<file path="config.mk">
export PLATFORM = sky130hd
export DESIGN_NAME = nv_part_scan
export DESIGN_NICKNAME = d
export VERILOG_FILES = /design/src/rtl/nv_scan_pkg.sv /design/src/rtl/nv_name_match.sv /design/src/rtl/nv_hdr_walker.sv /design/src/rtl/nv_win_port.sv /design/src/rtl/nv_part_scan.sv
export SDC_FILE = /design/constraint.sdc
export NUM_CORES = 1
export LEC_CHECK = 0
export BUFFER_PORTS_ARGS = -buffer_cell sky130_fd_sc_hd__buf_2
export CORE_MARGIN = 3
export CORE_UTILIZATION = 35
export DETAILED_ROUTE_END_ITERATION = 12
export GPL_TIMING_DRIVEN = 0
export SLEW_MARGIN = 15
export SYNTH_ARGS = -nofsm -noshare
export SYNTH_HDL_FRONTEND = slang
export SYNTH_SLANG_ARGS = --single-unit
</file>
<file path="constraint.sdc">
create_clock -name clk -period 5.92 [get_ports clk]
set_input_delay 0.888 -clock clk [delete_from_list [all_inputs] [get_ports clk]]
set_output_delay 0.888 -clock clk [all_outputs]
set_load 0.1 [all_outputs]
</file>
<file path="src/rtl/nv_scan_pkg.sv">
package nv_scan_pkg;

  localparam int NAME_BYTES = 12;
  localparam int HDR_BYTES  = 16;
  localparam int NAME_POS   = 4;
  localparam int LEN_HI_POS = 2;
  localparam int LEN_LO_POS = 3;

  typedef enum logic [1:0] {WK_IDLE, WK_REQ, WK_WAIT, WK_EVAL} walk_st_e;
  typedef enum logic [1:0] {WN_IDLE, WN_REQ, WN_WAIT} win_st_e;

  // A string literal in a vector is right-aligned; return character k
  // counted from the first (leftmost non-zero) character, 0 past the end.
  function automatic logic [7:0] nv_name_char(input logic [8*NAME_BYTES-1:0] s,
                                              input int k);
    int  lead;
    int  pos;
    bit  seen;
    lead = 0;
    seen = 1'b0;
    for (int j = NAME_BYTES - 1; j >= 0; j--) begin
      if (!seen) begin
        if (s[j*8 +: 8] == 8'h00) lead++;
        else seen = 1'b1;
      end
    end
    pos = NAME_BYTES - 1 - lead - k;
    if (pos < 0 || k >= NAME_BYTES) return 8'h00;
    return s[pos*8 +: 8];
  endfunction

endpackage

</file>
<file path="src/rtl/nv_name_match.sv">
module nv_name_match
  import nv_scan_pkg::*;
#(
  parameter logic [8*NAME_BYTES-1:0] NAME = '0
) (
  input  logic       clk,
  input  logic       rst_n,
  input  logic       clr,
  input  logic       en,
  input  logic [3:0] idx,
  input  logic [7:0] data,
  output logic       hit
);

  logic [7:0] exp_tab [16];
  logic       live;
  logic       ended;

  for (genvar k = 0; k < 16; k++) begin : g_exp
    localparam logic [7:0] EXP_CH = nv_name_char(NAME, k);
    assign exp_tab[k] = EXP_CH;
  end

  always_ff @(posedge clk) begin
    if (!rst_n) begin
      live  <= 1'b1;
      ended <= 1'b0;
    end else if (clr) begin
      live  <= 1'b1;
      ended <= 1'b0;
    end else if (en && !ended) begin
      if (data != exp_tab[idx]) begin
        live  <= 1'b0;
        ended <= 1'b1;
      end else if (data == 8'h00) begin
        ended <= 1'b1;
      end
    end
  end

  assign hit = live;

  // once the comparison has ended, later name bytes cannot reopen it
  a_r6_ended_sticky: assert property (@(posedge clk) disable iff (!rst_n)
    (ended && !clr) |=> ended);

endmodule

</file>
<file path="src/rtl/nv_hdr_walker.sv">
module nv_hdr_walker
  import nv_scan_pkg::*;
#(
  parameter int ADDR_W = 13,
  parameter int OFF_W  = ADDR_W + 1,
  parameter int DEF0   = 'h1800,
  parameter int DEF1   = 'h1300,
  parameter int DEF2   = 'h1400,
  parameter int XOFF   = 'h110,
  parameter logic [8*NAME_BYTES-1:0] NAME0 = "common",
  parameter logic [8*NAME_BYTES-1:0] NAME1 = "APL,MacOS75"
) (
  input  logic              clk,
  input  logic              rst_n,
  input  logic              start_ok,
  input  logic              table_mode,
  output logic              busy,
  output logic              done,
  output logic [OFF_W-1:0]  p0_off,
  output logic              p0_vld,
  output logic [OFF_W-1:0]  p1_off,
  output logic              p1_vld,
  output logic [OFF_W-1:0]  p2_off,
  output logic              p2_vld,
  output logic              req_valid,
  input  logic              req_ready,
  output logic [ADDR_W-1:0] req_addr,
  input  logic              rsp_valid,
  input  logic [7:0]        rsp_data
);

  localparam int SUM_W = ((ADDR_W > 20) ? ADDR_W : 20) + 1;
  localparam logic [OFF_W-1:0] INV = '1;

  walk_st_e          st;
  logic [ADDR_W-1:0] hdr_off;
  logic [3:0]        byte_i;
  logic [15:0]       len_q;
  logic              done_q;
  logic [1:0]        hit;
  logic              m_clr;
  logic              m_en;
  logic [3:0]        m_idx;
  logic [SUM_W-1:0]  next_sum;
  logic              stop;

  assign next_sum = SUM_W'(hdr_off) + (SUM_W'(len_q) << 4);
  assign stop     = (len_q == 16'h0) || (next_sum[SUM_W-1:ADDR_W] != '0);

  assign m_clr = (st == WK_IDLE) || (st == WK_EVAL);
  assign m_en  = (st == WK_WAIT) && rsp_valid && (byte_i >= 4'(NAME_POS));
  assign m_idx = byte_i - 4'(NAME_POS);

  for (genvar g = 0; g < 2; g++) begin : g_match
    nv_name_match #(.NAME(g == 0 ? NAME0 : NAME1)) u_match (
      .clk  (clk),
      .rst_n(rst_n),
      .clr  (m_clr),
      .en   (m_en),
      .idx  (m_idx),
      .data (rsp_data),
      .hit  (hit[g])
    );
  end

  always_ff @(posedge clk) begin
    if (!rst_n) begin
      st      <= WK_IDLE;
      hdr_off <= '0;
      byte_i  <= '0;
      len_q   <= '0;
      done_q  <= 1'b0;
      p0_off  <= INV;
      p1_off  <= INV;
      p2_off  <= INV;
      p0_vld  <= 1'b0;
      p1_vld  <= 1'b0;
      p2_vld  <= 1'b0;
    end else begin
      done_q <= 1'b0;
      case (st)
        WK_IDLE: begin
          if (start_ok) begin
            if (!table_mode) begin
              p0_off <= OFF_W'(DEF0);
              p1_off <= OFF_W'(DEF1);
              p2_off <= OFF_W'(DEF2);
              p0_vld <= 1'b1;
              p1_vld <= 1'b1;
              p2_vld <= 1'b1;
              done_q <= 1'b1;
            end else begin
              p0_off  <= INV;
              p1_off  <= INV;
              p2_off  <= INV;
              p0_vld  <= 1'b0;
              p1_vld  <= 1'b0;
              p2_vld  <= 1'b0;
              hdr_off <= '0;
              byte_i  <= '0;
              st      <= WK_REQ;
            end
          end
        end
        WK_REQ: begin
          if (req_ready) st <= WK_WAIT;
        end
        WK_WAIT: begin
          if (rsp_valid) begin
            if (byte_i == 4'(LEN_HI_POS)) len_q[15:8] <= rsp_data;
            if (byte_i == 4'(LEN_LO_POS)) len_q[7:0]  <= rsp_data;
            if (byte_i == 4'(HDR_BYTES - 1)) begin
              st <= WK_EVAL;
            end else begin
              byte_i <= byte_i + 4'd1;
              st     <= WK_REQ;
            end
          end
        end
        WK_EVAL: begin
          if (hit[0]) begin
            p0_off <= OFF_W'(hdr_off) + OFF_W'(HDR_BYTES);
            p0_vld <= 1'b1;
          end
          if (hit[1]) begin
            p1_off <= OFF_W'(hdr_off) + OFF_W'(HDR_BYTES);
            p1_vld <= 1'b1;
            p2_off <= OFF_W'(hdr_off) + OFF_W'(XOFF);
            p2_vld <= 1'b1;
          end
          if (stop) begin
            st     <= WK_IDLE;
            done_q <= 1'b1;
          end else begin
            hdr_off <= next_sum[ADDR_W-1:0];
            byte_i  <= '0;
            st      <= WK_REQ;
          end
        end
        default: st <= WK_IDLE;
      endcase
    end
  end

  assign busy      = (st != WK_IDLE);
  assign done      = done_q;
  assign req_valid = (st == WK_REQ);
  assign req_addr  = hdr_off + ADDR_W'(byte_i);

  // a zero length evaluates to the end of the walk
  a_r3_zero_len_ends: assert property (@(posedge clk) disable iff (!rst_n)
    (st == WK_EVAL && len_q == 16'h0) |=> (st == WK_IDLE && done));

  // completion is only flagged from the idle state
  a_r13_done_when_idle: assert property (@(posedge clk) disable iff (!rst_n)
    done |-> !busy);

  // a result is valid or it carries the all-ones marker
  a_r7_invalid_marker: assert property (@(posedge clk) disable iff (!rst_n)
    !p0_vld |-> (p0_off == INV));

endmodule

</file>
<file path="src/rtl/nv_win_port.sv">
module nv_win_port
  import nv_scan_pkg::*;
#(
  parameter int ADDR_W    = 13,
  parameter int OFF_W     = ADDR_W + 1,
  parameter int WIN_IW    = 10,
  parameter int WIN_LIMIT = 'h100
) (
  input  logic              clk,
  input  logic              rst_n,
  input  logic              allow,
  input  logic [OFF_W-1:0]  p1_off,
  input  logic              p1_vld,
  output logic              busy,
  input  logic              win_req_valid,
  output logic              win_req_ready,
  input  logic              win_req_we,
  input  logic [WIN_IW-1:0] win_req_idx,
  input  logic [7:0]        win_req_wdata,
  output logic              win_rsp_valid,
  output logic [7:0]        win_rsp_data,
  output logic              m_valid,
  input  logic              m_ready,
  output logic              m_we,
  output logic [ADDR_W-1:0] m_addr,
  output logic [7:0]        m_wdata,
  input  logic              m_rsp_valid,
  input  logic [7:0]        m_rsp_data
);

  localparam int SUM_W = ((OFF_W > WIN_IW) ? OFF_W : WIN_IW) + 1;

  win_st_e           st;
  logic              we_q;
  logic [ADDR_W-1:0] addr_q;
  logic [7:0]        wdata_q;
  logic [WIN_IW-1:0] idx_q;
  logic              rsp_v_q;
  logic [7:0]        rsp_d_q;
  logic              refuse;
  logic [SUM_W-1:0]  sum;

  assign refuse = !p1_vld || (SUM_W'(win_req_idx) > SUM_W'(WIN_LIMIT));
  assign sum    = SUM_W'(p1_off) + SUM_W'(win_req_idx);

  assign win_req_ready = allow && (st == WN_IDLE);

  always_ff @(posedge clk) begin
    if (!rst_n) begin
      st      <= WN_IDLE;
      we_q    <= 1'b0;
      addr_q  <= '0;
      wdata_q <= '0;
      idx_q   <= '0;
      rsp_v_q <= 1'b0;
      rsp_d_q <= '0;
    end else begin
      rsp_v_q <= 1'b0;
      case (st)
        WN_IDLE: begin
          if (win_req_valid && win_req_ready) begin
            if (refuse) begin
              if (!win_req_we) begin
                rsp_v_q <= 1'b1;
                rsp_d_q <= 8'hFF;
              end
            end else begin
              we_q    <= win_req_we;
              addr_q  <= sum[ADDR_W-1:0];
              wdata_q <= win_req_wdata;
              idx_q   <= win_req_idx;
              st      <= WN_REQ;
            end
          end
        end
        WN_REQ: begin
          if (m_ready) st <= we_q ? WN_IDLE : WN_WAIT;
        end
        WN_WAIT: begin
          if (m_rsp_valid) begin
            rsp_v_q <= 1'b1;
            rsp_d_q <= m_rsp_data;
            st      <= WN_IDLE;
          end
        end
        default: st <= WN_IDLE;
      endcase
    end
  end

  assign busy          = (st != WN_IDLE);
  assign m_valid       = (st == WN_REQ);
  assign m_we          = we_q;
  assign m_addr        = addr_q;
  assign m_wdata       = wdata_q;
  assign win_rsp_valid = rsp_v_q;
  assign win_rsp_data  = rsp_d_q;

  // only in-bound accesses to a valid partition reach memory
  a_r10_refused_stays_off_bus: assert property (@(posedge clk) disable iff (!rst_n)
    m_valid |-> (p1_vld && SUM_W'(idx_q) <= SUM_W'(WIN_LIMIT)));

  // a stalled window request keeps its payload
  a_r12_win_hold: assert property (@(posedge clk) disable iff (!rst_n)
    (m_valid && !m_ready) |=> (m_valid && $stable(m_addr) && $stable(m_we)));

endmodule

</file>
<file path="src/rtl/nv_part_scan.sv">
module nv_part_scan
  import nv_scan_pkg::*;
#(
  parameter int ADDR_W    = 13,
  parameter int WIN_IW    = 10,
  parameter int WIN_LIMIT = 'h100,
  parameter int DEF0      = 'h1800,
  parameter int DEF1      = 'h1300,
  parameter int DEF2      = 'h1400,
  parameter int XOFF      = 'h110,
  parameter int OFF_W     = ADDR_W + 1
) (
  input  logic              clk,
  input  logic              rst_n,
  input  logic              scan_start,
  input  logic              table_mode,
  output logic              scan_busy,
  output logic              scan_done,
  output logic [OFF_W-1:0]  part0_off,
  output logic              part0_vld,
  output logic [OFF_W-1:0]  part1_off,
  output logic              part1_vld,
  output logic [OFF_W-1:0]  part2_off,
  output logic              part2_vld,
  output logic              mem_req_valid,
  input  logic              mem_req_ready,
  output logic              mem_req_we,
  output logic [ADDR_W-1:0] mem_req_addr,
  output logic [7:0]        mem_req_wdata,
  input  logic              mem_rsp_valid,
  input  logic [7:0]        mem_rsp_data,
  input  logic              win_req_valid,
  output logic              win_req_ready,
  input  logic              win_req_we,
  input  logic [WIN_IW-1:0] win_req_idx,
  input  logic [7:0]        win_req_wdata,
  output logic              win_rsp_valid,
  output logic [7:0]        win_rsp_data
);

  logic              wk_busy;
  logic              wk_req_valid;
  logic [ADDR_W-1:0] wk_req_addr;
  logic              wn_busy;
  logic              wn_valid;
  logic              wn_we;
  logic [ADDR_W-1:0] wn_addr;
  logic [7:0]        wn_wdata;
  logic              start_ok;
  logic              win_allow;

  assign start_ok  = scan_start && !wn_busy;
  assign win_allow = !wk_busy && !scan_start;

  nv_hdr_walker #(
    .ADDR_W(ADDR_W), .OFF_W(OFF_W), .DEF0(DEF0), .DEF1(DEF1), .DEF2(DEF2), .XOFF(XOFF)
  ) u_walker (
    .clk       (clk),
    .rst_n     (rst_n),
    .start_ok  (start_ok),
    .table_mode(table_mode),
    .busy      (wk_busy),
    .done      (scan_done),
    .p0_off    (part0_off),
    .p0_vld    (part0_vld),
    .p1_off    (part1_off),
    .p1_vld    (part1_vld),
    .p2_off    (part2_off),
    .p2_vld    (part2_vld),
    .req_valid (wk_req_valid),
    .req_ready (mem_req_ready),
    .req_addr  (wk_req_addr),
    .rsp_valid (mem_rsp_valid),
    .rsp_data  (mem_rsp_data)
  );

  nv_win_port #(
    .ADDR_W(ADDR_W), .OFF_W(OFF_W), .WIN_IW(WIN_IW), .WIN_LIMIT(WIN_LIMIT)
  ) u_win (
    .clk          (clk),
    .rst_n        (rst_n),
    .allow        (win_allow),
    .p1_off       (part1_off),
    .p1_vld       (part1_vld),
    .busy         (wn_busy),
    .win_req_valid(win_req_valid),
    .win_req_ready(win_req_ready),
    .win_req_we   (win_req_we),
    .win_req_idx  (win_req_idx),
    .win_req_wdata(win_req_wdata),
    .win_rsp_valid(win_rsp_valid),
    .win_rsp_data (win_rsp_data),
    .m_valid      (wn_valid),
    .m_ready      (mem_req_ready && !wk_busy),
    .m_we         (wn_we),
    .m_addr       (wn_addr),
    .m_wdata      (wn_wdata),
    .m_rsp_valid  (mem_rsp_valid),
    .m_rsp_data   (mem_rsp_data)
  );

  always_comb begin
    if (wk_busy) begin
      mem_req_valid = wk_req_valid;
      mem_req_we    = 1'b0;
      mem_req_addr  = wk_req_addr;
      mem_req_wdata = 8'h00;
    end else begin
      mem_req_valid = wn_valid;
      mem_req_we    = wn_we;
      mem_req_addr  = wn_addr;
      mem_req_wdata = wn_wdata;
    end
  end

  assign scan_busy = wk_busy;

  // scanner and window never hold the memory port together
  a_r11_one_owner: assert property (@(posedge clk) disable iff (!rst_n)
    $onehot0({wk_busy, wn_busy}));

  // a stalled memory request is held unchanged
  a_r12_req_hold: assert property (@(posedge clk) disable iff (!rst_n)
    (mem_req_valid && !mem_req_ready) |=>
      (mem_req_valid && $stable(mem_req_addr) && $stable(mem_req_we)));

  // the memory port stays quiet in the cycle a default load completes
  a_r8_defaults_no_read: assert property (@(posedge clk) disable iff (!rst_n)
    (start_ok && !wk_busy && !table_mode) |=> !mem_req_valid);

endmodule

</file>
==> results of run 1 <==
## worst max-delay path, cell delays in order (launching register included)
cell and delay, ps:
dfxtp_1 340, inv_1 140, ha_1 180, clkbuf_1 340, clkbuf_1 500, mux2_2 430
buf_2 300
## path summary, 6_finish.rpt
check,startpoint,end,cells after the start
max reg2reg,u_walker.hdr_off[8]$_SDFFE_PN0P_,u_walker.hdr_off[12]$_SDFFE_PN0P_,10
min reg2reg,u_walker.p0_vld$_SDFFE_PN0P_,u_walker.p0_vld$_SDFFE_PN0P_,2
min,u_walker.p0_vld$_SDFFE_PN0P_,u_walker.p0_vld$_SDFFE_PN0P_,2
max,u_walker.st[1]$_SDFFE_PN0P_,mem_req_addr[7],6
## metal layers
layer | share of wire | vias up
li1 | - | 2814
met1 | 0.48 | 2567
met2 | 0.45 | 144
met3 | 0.056 | 22
met4 | 0.020 | 0
met5 | 0 | -
## layout by cell type (no fill, tap or decap), drive strengths merged, types with 10 or more instances in the layout
cell	synthesis	layout
nand3	18	18
ha	33	33
and2	11	11
nor2	52	52
o211ai	18	18
inv	33	37
nand2	125	125
nor4	10	10
dfxtp	99	99
o21ai	34	34
a21oi	72	72
clkbuf	35	45
nor3	11	11
xnor2	19	19
a211oi	13	13
xor2	10	10
buf	17	128
## flip-flops by register name (all words and copies together), names as in the netlist, 4 cells and up
register,cells
u_walker.p1_off,6
u_walker.p2_off,11
u_walker.p0_off,11
u_win.m_addr,13
u_win.m_wdata,8
u_win.win_rsp_data,8
u_walker.byte_i,4
u_walker.hdr_off,9
u_walker.len_q,16
## cell families (layout without fill, tap and decap cells)
group           Yosys count  in the layout
simple gates            273            273
compound gates          198            198
flops                    99             99
buf+inv                  86            213
fa+ha+maj                35             35
xor+xnor                 29             29
mux                      15             15
## cell type report
| class | count | area [um^2] |
|---|---|---|
| plain buffers | 52 | 255 |
| clock buffers | 10 | 239 |
| clock inverters | 6 | 53.8 |
| fillers | 1678 | 9130 |
| inverters | 34 | 128 |
| multi-input cells | 550 | 3390 |
| flip-flops and latches | 99 | 1980 |
| well taps | 216 | 270 |
| repair buffers | 111 | 556 |
## Yosys cell counts, types with 3 or more instances
library cell    n
a21oi_1        71
o311ai_0        3
or2_2           3
ha_1           33
xnor2_1        19
a21o_1          9
xor2_1         10
nand2b_1        8
a311oi_1        3
clkbuf_1       35
nand3b_1        3
o22ai_1         5
nor2_1         52
nand3_1        18
o21a_1          3
mux2_2          8
o31ai_1         6
a211oi_1       13
nor3_1         11
o21ai_0        32
dfxtp_1        99
a22o_1          9
a211o_1         3
mux2i_1         7
buf_4          16
and2_1         11
and3_1          4
inv_1          32
nor4_1         10
a31oi_1         7
or3_1           4
nor3b_1         4
nor2b_1         7
o211ai_1       17
nand4_1         6
nand2_1       125
nand4b_1        3
## power by group
group	leakage, nW	total, mW	internal, mW	switching (mW)
Clock	0.147	0.579	0.306	0.273
Combinational	1.92	1.41	0.288	1.12
Sequential	0.806	0.801	0.737	0.0635
## metrics by stage
step                hold slack, ps  setup slack (ps)  std cells  power, mW  utilization
floorplan                      427               417        735       1.97            -
global placement               432              2690       1062       2.21        0.411
detailed placement             438              2670       1062       2.22        0.411
CTS                            449              2420       1078       2.80        0.429
global route                   472              2270       1078       2.92        0.429
finish                         447              2430       1078       2.79        0.429
==> summary.md, run 1 <==
| Metric | Value |
|---|---|
| Final Hold Fails | 0 |
| Final ANT Viol Nets | 0 |
| Final setup viols | 0 |
| CTS tree | done |
| Status | completed |
| Setup TNS | 0 ps |
| Post-synth EDFFs | 0 |
| XOR/XNOR share of the synthesized area | 0.0442 |
| Layout Nets | a little over 900 |
| Synthesized Nets | around 800 |
| Post-synthesis mux area share | 0.0278 |
| H-tree Lvls | 3 |
| Placer congestion estimate | approximately 0.86 |
| Vias post-DR | ~5500 |
| Max cap viols | 0 |
| Dpl cell area | between 6000 and 7000 um^2 |
| DR pass1 iterations | 5 |
| Clk root buf | clkbuf_16 |
| Die Y | approximately 130 um |
| P&R area growth vs syn | 19.4% |
| Post-Synthesis Cell Area | 5750 um^2 |
| Clock-pin slew on the worst setup and hold paths | 70 ps |
| Post-synth ARST share | 0 |
| Starting Density | 0.359 |
| HP Class | reg -> reg |
| Power Density | a little over 400 nW/um^2 |
| Leakage | 2.87 nW |
| Critical Path Fanout Max | 10 |
| WP data required | roughly 5000 ps |
| Netlist cell types | 60 |
| Clock Tree Buf Depth | 2 |
| Worst setup EP type | output port |
| Largest net degree at the start of global routing | 19 |
| PostCTS Resize Cnt | 0 |
| Main combinational cell family by area after synthesis | compound AO/OA/AOI/OAI gates |
| Cts-stage hold buffer count | 0 |
| Synth area leaders | dfxtp_1 34%, nand2_1 8.2%, ha_1 7.2% |
| FF+latch count, synth | approximately 100 |
| DR vias/cell | 5.15 |
| Worst-Margin Slew | 851 ps |
| Initial DRC count | roughly 430 |
| All-Layer GR Usage | 0.185 |
| Avg Cell Area, Syn | between 7 and 8 um^2 |
| Design area | 6870 um^2 |
| Worst-skew pair later-pin latency | around 350 ps |
| Compound-cell area share of the yosys netlist | 0.220 |
| Synth top area share | 0.345 |
| Final period utilization | 0.589 |
| Top_reg_cell synth | dfxtp_1 |
| Most Used Layer, Global Route | met2 |
| Grt total ovfl | 0 |
| Ys Warns | 0 |
| Setup bufs post-CTS | 0 |
| Seq/Total Area, Yosys | 0.345 |
| Boundary pin count | 114 |
| Vias in the first global route | roughly 5000 |
| CTS Sinks | just under 100 |
| Cell taking the most area after synthesis | dfxtp_1 |
| # port buffers | 111 |
| R2r setup slk | about 2600 ps |
| Synthesized instance count | approximately 740 |
| Post-layout min period | 3490 ps |
| Met3 usage | 0.0341 |
| Antenna violations before repair | 0 |
| Max-slew violations | 0 |
| Core ar. | 16000 um^2 |
| Max VDD drop | between 200 and 300 uV |
| Final wirelength | between 15000 and 20000 um |
| DPL Wire Length | about 13000 um |
| FMAX | about 290 MHz |
| Chip Width | approximately 130 um |
| GRT met1 Usage | 0.257 |
| First-pass GRT wire length | 26800 um |
| M2 GR Usage | 0.292 |
| Ant diodes | 0 |
| Unrepaired setup endpoints after global routing | no |
| Startpoint type of the worst setup path | flop |
| Relative slew slack | 0.432 |
| CTS Buf Count | 9 |
| Share of layout cells above drive strength 1 | 0.186 |
| WL/cell | ~16 um |
| FP Rows | 46 |
| Crit path DAT | approximately 2600 ps |
| Fin Clk Skew | approximately 9.8 ps |
| Post-synthesis simple-gate area fraction | 0.218 |
| DRC | 0 |
| Crit path kind | reg -> out |
| Die area | around 18000 um^2 |
| Fraction of the mapped netlist area in adder cells | 0.0787 |
No activity file was read; power rests on OpenSTA's default activity.
==> run 2: changes to the inputs <==
==> constraint.sdc (replaced) <==
create_clock -name clk -period 2.98 [get_ports clk]
set_input_delay 0.447 -clock clk [delete_from_list [all_inputs] [get_ports clk]]
set_output_delay 0.447 -clock clk [all_outputs]
set_load 0.1 [all_outputs]
==> run 2 against run 1 <==
Against the previous run:
- sequential power up 99%
- core utilization up 2.4 points
- critical path type is now reg -> reg
- combinational power up 110%
- the flow now finishes with violations (setup timing)
- wire length up 2.8%
- global-route usage up 0.45 points
- worst setup slack worse by 2400 ps
- sequential cell count unchanged
- final cell count up 0.28%
- cell area up 5.7%
- largest power group unchanged
- first-iteration DRC count down 3.9%
- sequential share of layout area down 1.2 points
- total power up 100%
==> summary.md, run 2 (same netlist as run 1, synthesis figures left out) <==
| Metric | Value |
|---|---|
| Status | finished, violations left |
| Failing checks | setup timing |
| GRT met1 Usage | 0.258 (+0.000749) |
| Placed insts | 1062 (unchanged) |
| Final period utilization | 1.00 |
| Core ar. | 16000 um^2 (unchanged) |
| Chip Width | 134 um (unchanged) |
| Initial DRC count | 417 (-3.9%) |
| DRC | 0 (unchanged) |
| Final wirelength | 17200 um (+2.8%) |
| DR vias/cell | 5.11 (-0.74%) |
| Setup TNS | -7.53 ps (-7.53 ps) |
| Worst hold path cell count | 3 (+1) |
| Clock-pin slew on the worst setup and hold paths | 70 ps (about the same) |
| Delay of the slowest critical-path stage | 570 ps (+70 ps) |
| CTS tree | done |
| WP data required | 3230 ps (-1800 ps) |
| WL/cell | 15.9 um (+2.6%) |
| FP Rows | 46 (unchanged) |
| Fin Clk Skew | 7.70 ps (-2.14 ps) |
| Worst-skew pair later-pin latency | 350 ps (about the same) |
| Final Worst Setup Slack | -7.53 ps (-2440 ps) |
| Largest net degree at the start of global routing | 19 (unchanged) |
| Starting Density | 0.359 (unchanged) |
| Max FFs per register | 16 (unchanged) |
| Most common cell after layout, fill and taps aside | nand2_1 |
| DR pass1 iterations | 5 (unchanged) |
| Worst setup EP type | flop |
| All-Layer GR Usage | 0.189 (+0.00453) |
| Slowest CP cell | or4_4 |
| Final Util | 0.454 (+0.0243) |
| R2r worst-path depth | 9 (-1) |
| Share of layout cells above drive strength 1 | 0.253 (+0.0676) |
| Relative slew slack | 0.449 (+0.0168) |
| Final ANT Viol Nets | 0 (unchanged) |
| # port buffers | 111 (unchanged) |
| P&R area growth vs syn | 26.2% |
| CTS Buf Count | 9 (unchanged) |
| R2r setup slk | -8 ps (-2640 ps) |
| Vias post-DR | 5521 (-0.47%) |
| CTS Sinks | 99 (unchanged) |
| Die area | 18000 um^2 (unchanged) |
| H-tree Lvls | 3 (unchanged) |
| Most Used Layer, Global Route | met2 |
| Final Hold Fails | 0 (unchanged) |
| Worst hold start | win_req_wdata[5] |
| CP top delay family | compound AO/OA/AOI/OAI gates |
| DPL Wire Length | 13000 um (about the same) |
| Vias in the first global route | 5154 (+2.1%) |
| Post-layout min period | 2990 ps |
| Design area | 7260 um^2 (+5.7%) |
| Grt total ovfl | 0 (unchanged) |
| Filler cell count | 1679 (+0.060%) |
| Boundary pin count | 114 (unchanged) |
| Dpl cell area | 6740 um^2 (+2.5%) |
| Critical Path Fanout Max | 4 (-6) |
| Layout Nets | 929 (+0.32%) |
| Ant diodes | 0 (unchanged) |
| Leakage | 2.95 nW (+2.6%) |
| Crit path DAT | 3240 ps (+640 ps) |
| Unrepaired setup endpoints after global routing | yes |
| Placer congestion estimate | 0.904 (+4.9%) |
| FMAX | between 300 and 400 MHz |
| CP Cell Sequence | ha_4 -> o21a_1 -> o211a_1 -> a21oi_2 -> mux2_4 -> or4_4 -> o31a_1 -> nand3b_1 -> a32o_1 |
| Worst-Margin Slew | 826 ps (-25.2 ps) |
| Max VDD drop | 487 uV (+73%) |
| Max-slew violations | 0 (unchanged) |
| Power Density | 778 nW/um^2 (+92%) |
| Startpoint type of the worst setup path | flop |
| Reg2reg end | u_walker.byte_i[3]$_SDFFE_PN0P_ |
| First-pass GRT wire length | 27400 um (+2.2%) |
| Reg with most FFs | u_walker.len_q |
| Hold EP | u_win.m_wdata[5]$_SDFFE_PN0P_ |
| Buf+Inv Stages, Crit Path | 0 (-4) |
| Max cap viols | 0 (unchanged) |
| Worst reg2reg path startpoint | u_walker.len_q[5]$_SDFFE_PN0P_ |
| Commonest cells after routing, fill and taps aside | 124 x nand2_1, 110 x buf_2, 87 x dfxtp_1 |
| Design Power | 5.64 mW (+100%) |
| Met3 usage | 0.0398 (+0.00563) |
| Fin cells | 1081 (+0.28%) |
| HP Class | in -> reg |
| Antenna violations before repair | 0 (unchanged) |
| Clk root buf | clkbuf_16 |
| Cts-stage hold buffer count | 0 (unchanged) |
| Die Y | 134 um (unchanged) |
| Final setup viols | 1 (+1) |
| Crit path kind | reg -> reg |
| M2 GR Usage | 0.305 (+0.0128) |
| Clock Tree Buf Depth | 2 (unchanged) |
-- run 2: cell count changes in the layout (fill, tap and decap cells not counted), sizes merged --
cell	previous run	this run
inv	37	35
clkinvlp	0	2
clkbuf	45	46
buf	128	130
-- run 2: worst register-to-register path: stages, from the launching register on --
cell	delay (ps)
dfxtp_4	360
ha_4	250
o21a_1	210
o211a_1	230
a21oi_2	170
mux2_4	310
or4_4	570
o31a_1	350
nand3b_1	200
a32o_1	240
-- run 2: worst max path at each step --
stage                     slack [ps]  cells after the start                             start                                 to
after floorplan                 -560                      5       u_walker.st[0]$_SDFFE_PN0P_                    mem_req_addr[0]
after global placement          -300                     10  u_walker.hdr_off[8]$_SDFFE_PN0P_  u_walker.hdr_off[11]$_SDFFE_PN0P_
after detailed placement        -300                     10  u_walker.hdr_off[8]$_SDFFE_PN0P_  u_walker.hdr_off[12]$_SDFFE_PN0P_
after CTS                          6                     11    u_walker.len_q[0]$_SDFFE_PN0P_    u_walker.byte_i[3]$_SDFFE_PN0P_
after global routing             -70                     11  u_walker.hdr_off[4]$_SDFFE_PN0P_    u_walker.byte_i[3]$_SDFFE_PN0P_
final                             -8                      9    u_walker.len_q[5]$_SDFFE_PN0P_    u_walker.byte_i[3]$_SDFFE_PN0P_
-- run 2: cell type report --
| cell class | count | area [um^2] | share of cell area |
|---|---|---|---|
| Sequential cell | 99 | 2010 | 0.277 |
| Clock buffer | 10 | 239 | 0.0329 |
| Clock inverter | 6 | 56.3 | 0.00776 |
| Tap cell | 216 | 270 | 0.0372 |
| Inverter | 34 | 131 | 0.0181 |
| Timing Repair Buffer | 114 | 581 | 0.0800 |
| Multi-Input combinational cell | 550 | 3660 | 0.505 |
| Buffer | 52 | 309 | 0.0426 |
-- run 2: routing by layer --
layer  part of all wire  wire length (um)
met5                  0                 0
met4              0.015               252
met3              0.051               869
met2               0.46              7970
met1               0.47              8110
-- run 2: through the flow --
| step | hold slack (ps) | setup slack [ps] |
|---|---|---|
| floorplan | 427 | -562 |
| global placement | 431 | -302 |
| detailed placement | 434 | -296 |
| CTS | 315 | 5.95 |
| global route | 320 | -66.7 |
| finish | 329 | -7.53 |
-- run 2: power breakdown --
part / total [mW] / switching, mW / internal [mW] / leakage (nW)
Sequential: 1.59 / 0.124 / 1.46 / 0.813
Clock: 1.16 / 0.556 / 0.607 / 0.143
Combinational: 2.90 / 2.27 / 0.627 / 1.99
-- run 2: what timing repair did --
action / CTS / global route
cloned: 0 / 0
resized for setup: 31 / 15
buffers inserted: 3 / 0
endpoints found under the setup margin: 14 / 28
hold endpoints to repair: 0 / 0
pin swaps: 10 / 1
==> run 3: changes to the inputs <==
--- a/config.mk
+++ b/config.mk
@@ -10,6 +10,9 @@
 export CORE_UTILIZATION = 35
 export DETAILED_ROUTE_END_ITERATION = 12
 export GPL_TIMING_DRIVEN = 0
+export PLACE_DENSITY = 0.54
+export RECOVER_POWER = 25
+export SKIP_LAST_GASP = 1
 export SLEW_MARGIN = 15
 export SYNTH_ARGS = -nofsm -noshare
 export SYNTH_HDL_FRONTEND = slang
==> run 3 against run 2 <==
Against the previous run:
- register-to-register slack improved by 20 ps
- via count shrank 0.60%
- sequential power is essentially flat
- the flow now finishes without violations
- critical path depth stayed put
- core utilization rose by 0.055 points
- critical endpoint unchanged
- critical path type unchanged
- clock skew increased by 1.5 ps
- final cell count up 0.46%
- combinational power down 2%
- total power shrank 0.60%
- die area stayed put
==> summary.md, run 3 (same netlist as run 1, synthesis figures left out) <==
| Metric | Value |
|---|---|
| Core ar. | 16000 um^2 (unchanged) |
| Leakage | 2.86 nW (-2.9%) |
| H-tree Lvls | 3 (unchanged) |
| Vias in the first global route | 5048 (-2.1%) |
| Worst setup EP type | flop |
| Die Y | 134 um (unchanged) |
| Final Hold Fails | 0 (unchanged) |
| Die area | 18000 um^2 (unchanged) |
| Clock-pin slew on the worst setup and hold paths | 80 ps (about the same) |
| Vias post-DR | 5488 (-0.60%) |
| Layout Nets | 934 (+0.54%) |
| Crit path DAT | 3220 ps (-20 ps) |
| Clk root buf | clkbuf_16 |
| HP Class | in -> reg |
| CTS tree | done |
| Design Power | 5.61 mW (-0.60%) |
| Placed insts | 1062 (unchanged) |
| Final setup viols | 0 (-1) |
| Critical Path Fanout Max | 4 (unchanged) |
| Boundary pin count | 114 (unchanged) |
| Max FFs per register | 16 (unchanged) |
| Worst hold path cell count | 3 (unchanged) |
| Final ANT Viol Nets | 0 (unchanged) |
| FMAX | 337 MHz (+0.62%) |
| Chip Width | 134 um (unchanged) |
| Power Density | 772 nW/um^2 (-0.72%) |
| Initial DRC count | 328 (-21%) |
| All-Layer GR Usage | 0.191 (+0.00181) |
| Crit path kind | reg -> reg |
| CTS Sinks | 99 (unchanged) |
| DR pass1 iterations | 4 (-1) |
| First-pass GRT wire length | 27500 um (+0.30%) |
| Final period utilization | 0.996 (-0.00620) |
| DPL Wire Length | 13200 um (+1.3%) |
| Share of layout cells above drive strength 1 | 0.215 (-0.0382) |
| R2r worst-path depth | 9 (unchanged) |
| Post-layout min period | 2970 ps (-18.5 ps) |
| DR vias/cell | 5.05 (-1.1%) |
| Fin cells | 1086 (+0.46%) |
| WL/cell | 16.1 um (+1.3%) |
| Final wirelength | 17500 um (+1.8%) |
| Max-slew violations | 0 (unchanged) |
| Clock Tree Buf Depth | 2 (unchanged) |
| Worst-Margin Slew | 1170 ps (+347 ps) |
| Fin Clk Skew | 9.21 ps (+1.51 ps) |
| Largest net degree at the start of global routing | 21 (+2) |
| # port buffers | 111 (unchanged) |
| CTS Buf Count | 9 (unchanged) |
| Max cap viols | 0 (unchanged) |
| P&R area growth vs syn | 26.4% |
| Most common cell after layout, fill and taps aside | nand2_1 |
| Startpoint type of the worst setup path | flop |
| Ant diodes | 0 (unchanged) |
| Status | completed |
| DRC | 0 (unchanged) |
| Commonest cells after routing, fill and taps aside | 124 x nand2_1, 83 x dfxtp_1, 68 x clkbuf_1 |
| Relative slew slack | 0.221 (-0.228) |
| Unrepaired setup endpoints after global routing | yes |
| Max VDD drop | 445 uV (-8.7%) |
| Worst-skew pair later-pin latency | 350 ps (about the same) |
| Placer congestion estimate | 0.866 (-4.2%) |
| Grt total ovfl | 0 (unchanged) |
| FP Rows | 46 (unchanged) |
| WP data required | 3230 ps (about the same) |
| Reg with most FFs | u_walker.len_q |
| Starting Density | 0.359 (unchanged) |
| Antenna violations before repair | 0 (unchanged) |
-- run 3: cell types whose count changed in the layout (fill, tap and decap cells not counted), moves of 2 or more --
cell,change
buf_2,-46
clkbuf_1,+41
buf_4,+5
clkbuf_4,+4
dfxtp_1,-4
dfxtp_4,+4
clkinv_4,-2
-- run 3: where the power goes --
part / leakage (nW) / switching [mW] / total [mW] / internal (mW)
Clock: 0.145 / 0.590 / 1.19 / 0.598
Combinational: 1.90 / 2.26 / 2.83 / 0.575
Sequential: 0.816 / 0.130 / 1.59 / 1.46
Total: 2.86 / 2.98 / 5.61 / 2.63
-- run 3: final timing paths --
check,start,to,slack [ps]
worst min register to register,u_walker.p0_vld$_SDFFE_PN0P_,u_walker.p0_vld$_SDFFE_PN0P_,450
worst max-delay path,u_walker.len_q[1]$_SDFFE_PN0P_,u_walker.byte_i[3]$_SDFFE_PN0P_,10
worst min-delay path,win_req_wdata[3],u_win.m_wdata[3]$_SDFFE_PN0P_,330
worst max register to register,u_walker.len_q[1]$_SDFFE_PN0P_,u_walker.byte_i[3]$_SDFFE_PN0P_,10
-- run 3: critical path, cell delays in order (launching register included) --
cell      delay (ps)
dfxtp_4          370
ha_4             250
a211oi_4         260
o211ai_2         140
a21oi_2          160
mux2_4           310
or4_4            570
o31a_1           340
nand3b_1         190
a32o_1           270
-- run 3: cell type report --
cell class | count | area [um^2]
Multi-Input combinational cell | 550 | 3660
Fill cell | 1710 | 8730
Buffer | 52 | 309
Clock buffer | 9 | 225
Inverter | 34 | 131
Timing Repair Buffer | 119 | 576
Clock inverter | 7 | 75.1
Sequential cell | 99 | 2020
Tap cell | 216 | 270
-- run 3: per-layer routing --
metal  vias up  GRT usage  part of all wire
met5         -          0                 0
met4         0     0.0362            0.0059
met3         9     0.0364             0.048
met2       131      0.295              0.44
met1      2506      0.281              0.50
li1       2842          -                 -
-- run 3: timing repair --
item                                    CTS  global route
hold buffers                              0             0
buffers inserted                          4             4
endpoints found under the setup margin   14            37
resized for setup                        30            29
pin swaps                                11            12
endpoints found under the hold margin     0             0
-- run 3: stage by stage --
step	area, um^2	setup TNS, ps	util	setup WS (ps)	hold WS [ps]
2_1_floorplan	5920	-7310	-	-562	427
3_3_place_gp	6740	-3650	0.421	-282	435
3_5_place_dp	6740	-3590	0.421	-284	440
5_1_grt	7270	-183	0.454	-99.7	324
6_report	7270	0	0.454	11.0	332
4_1_cts	7200	0	0.450	0.551	318
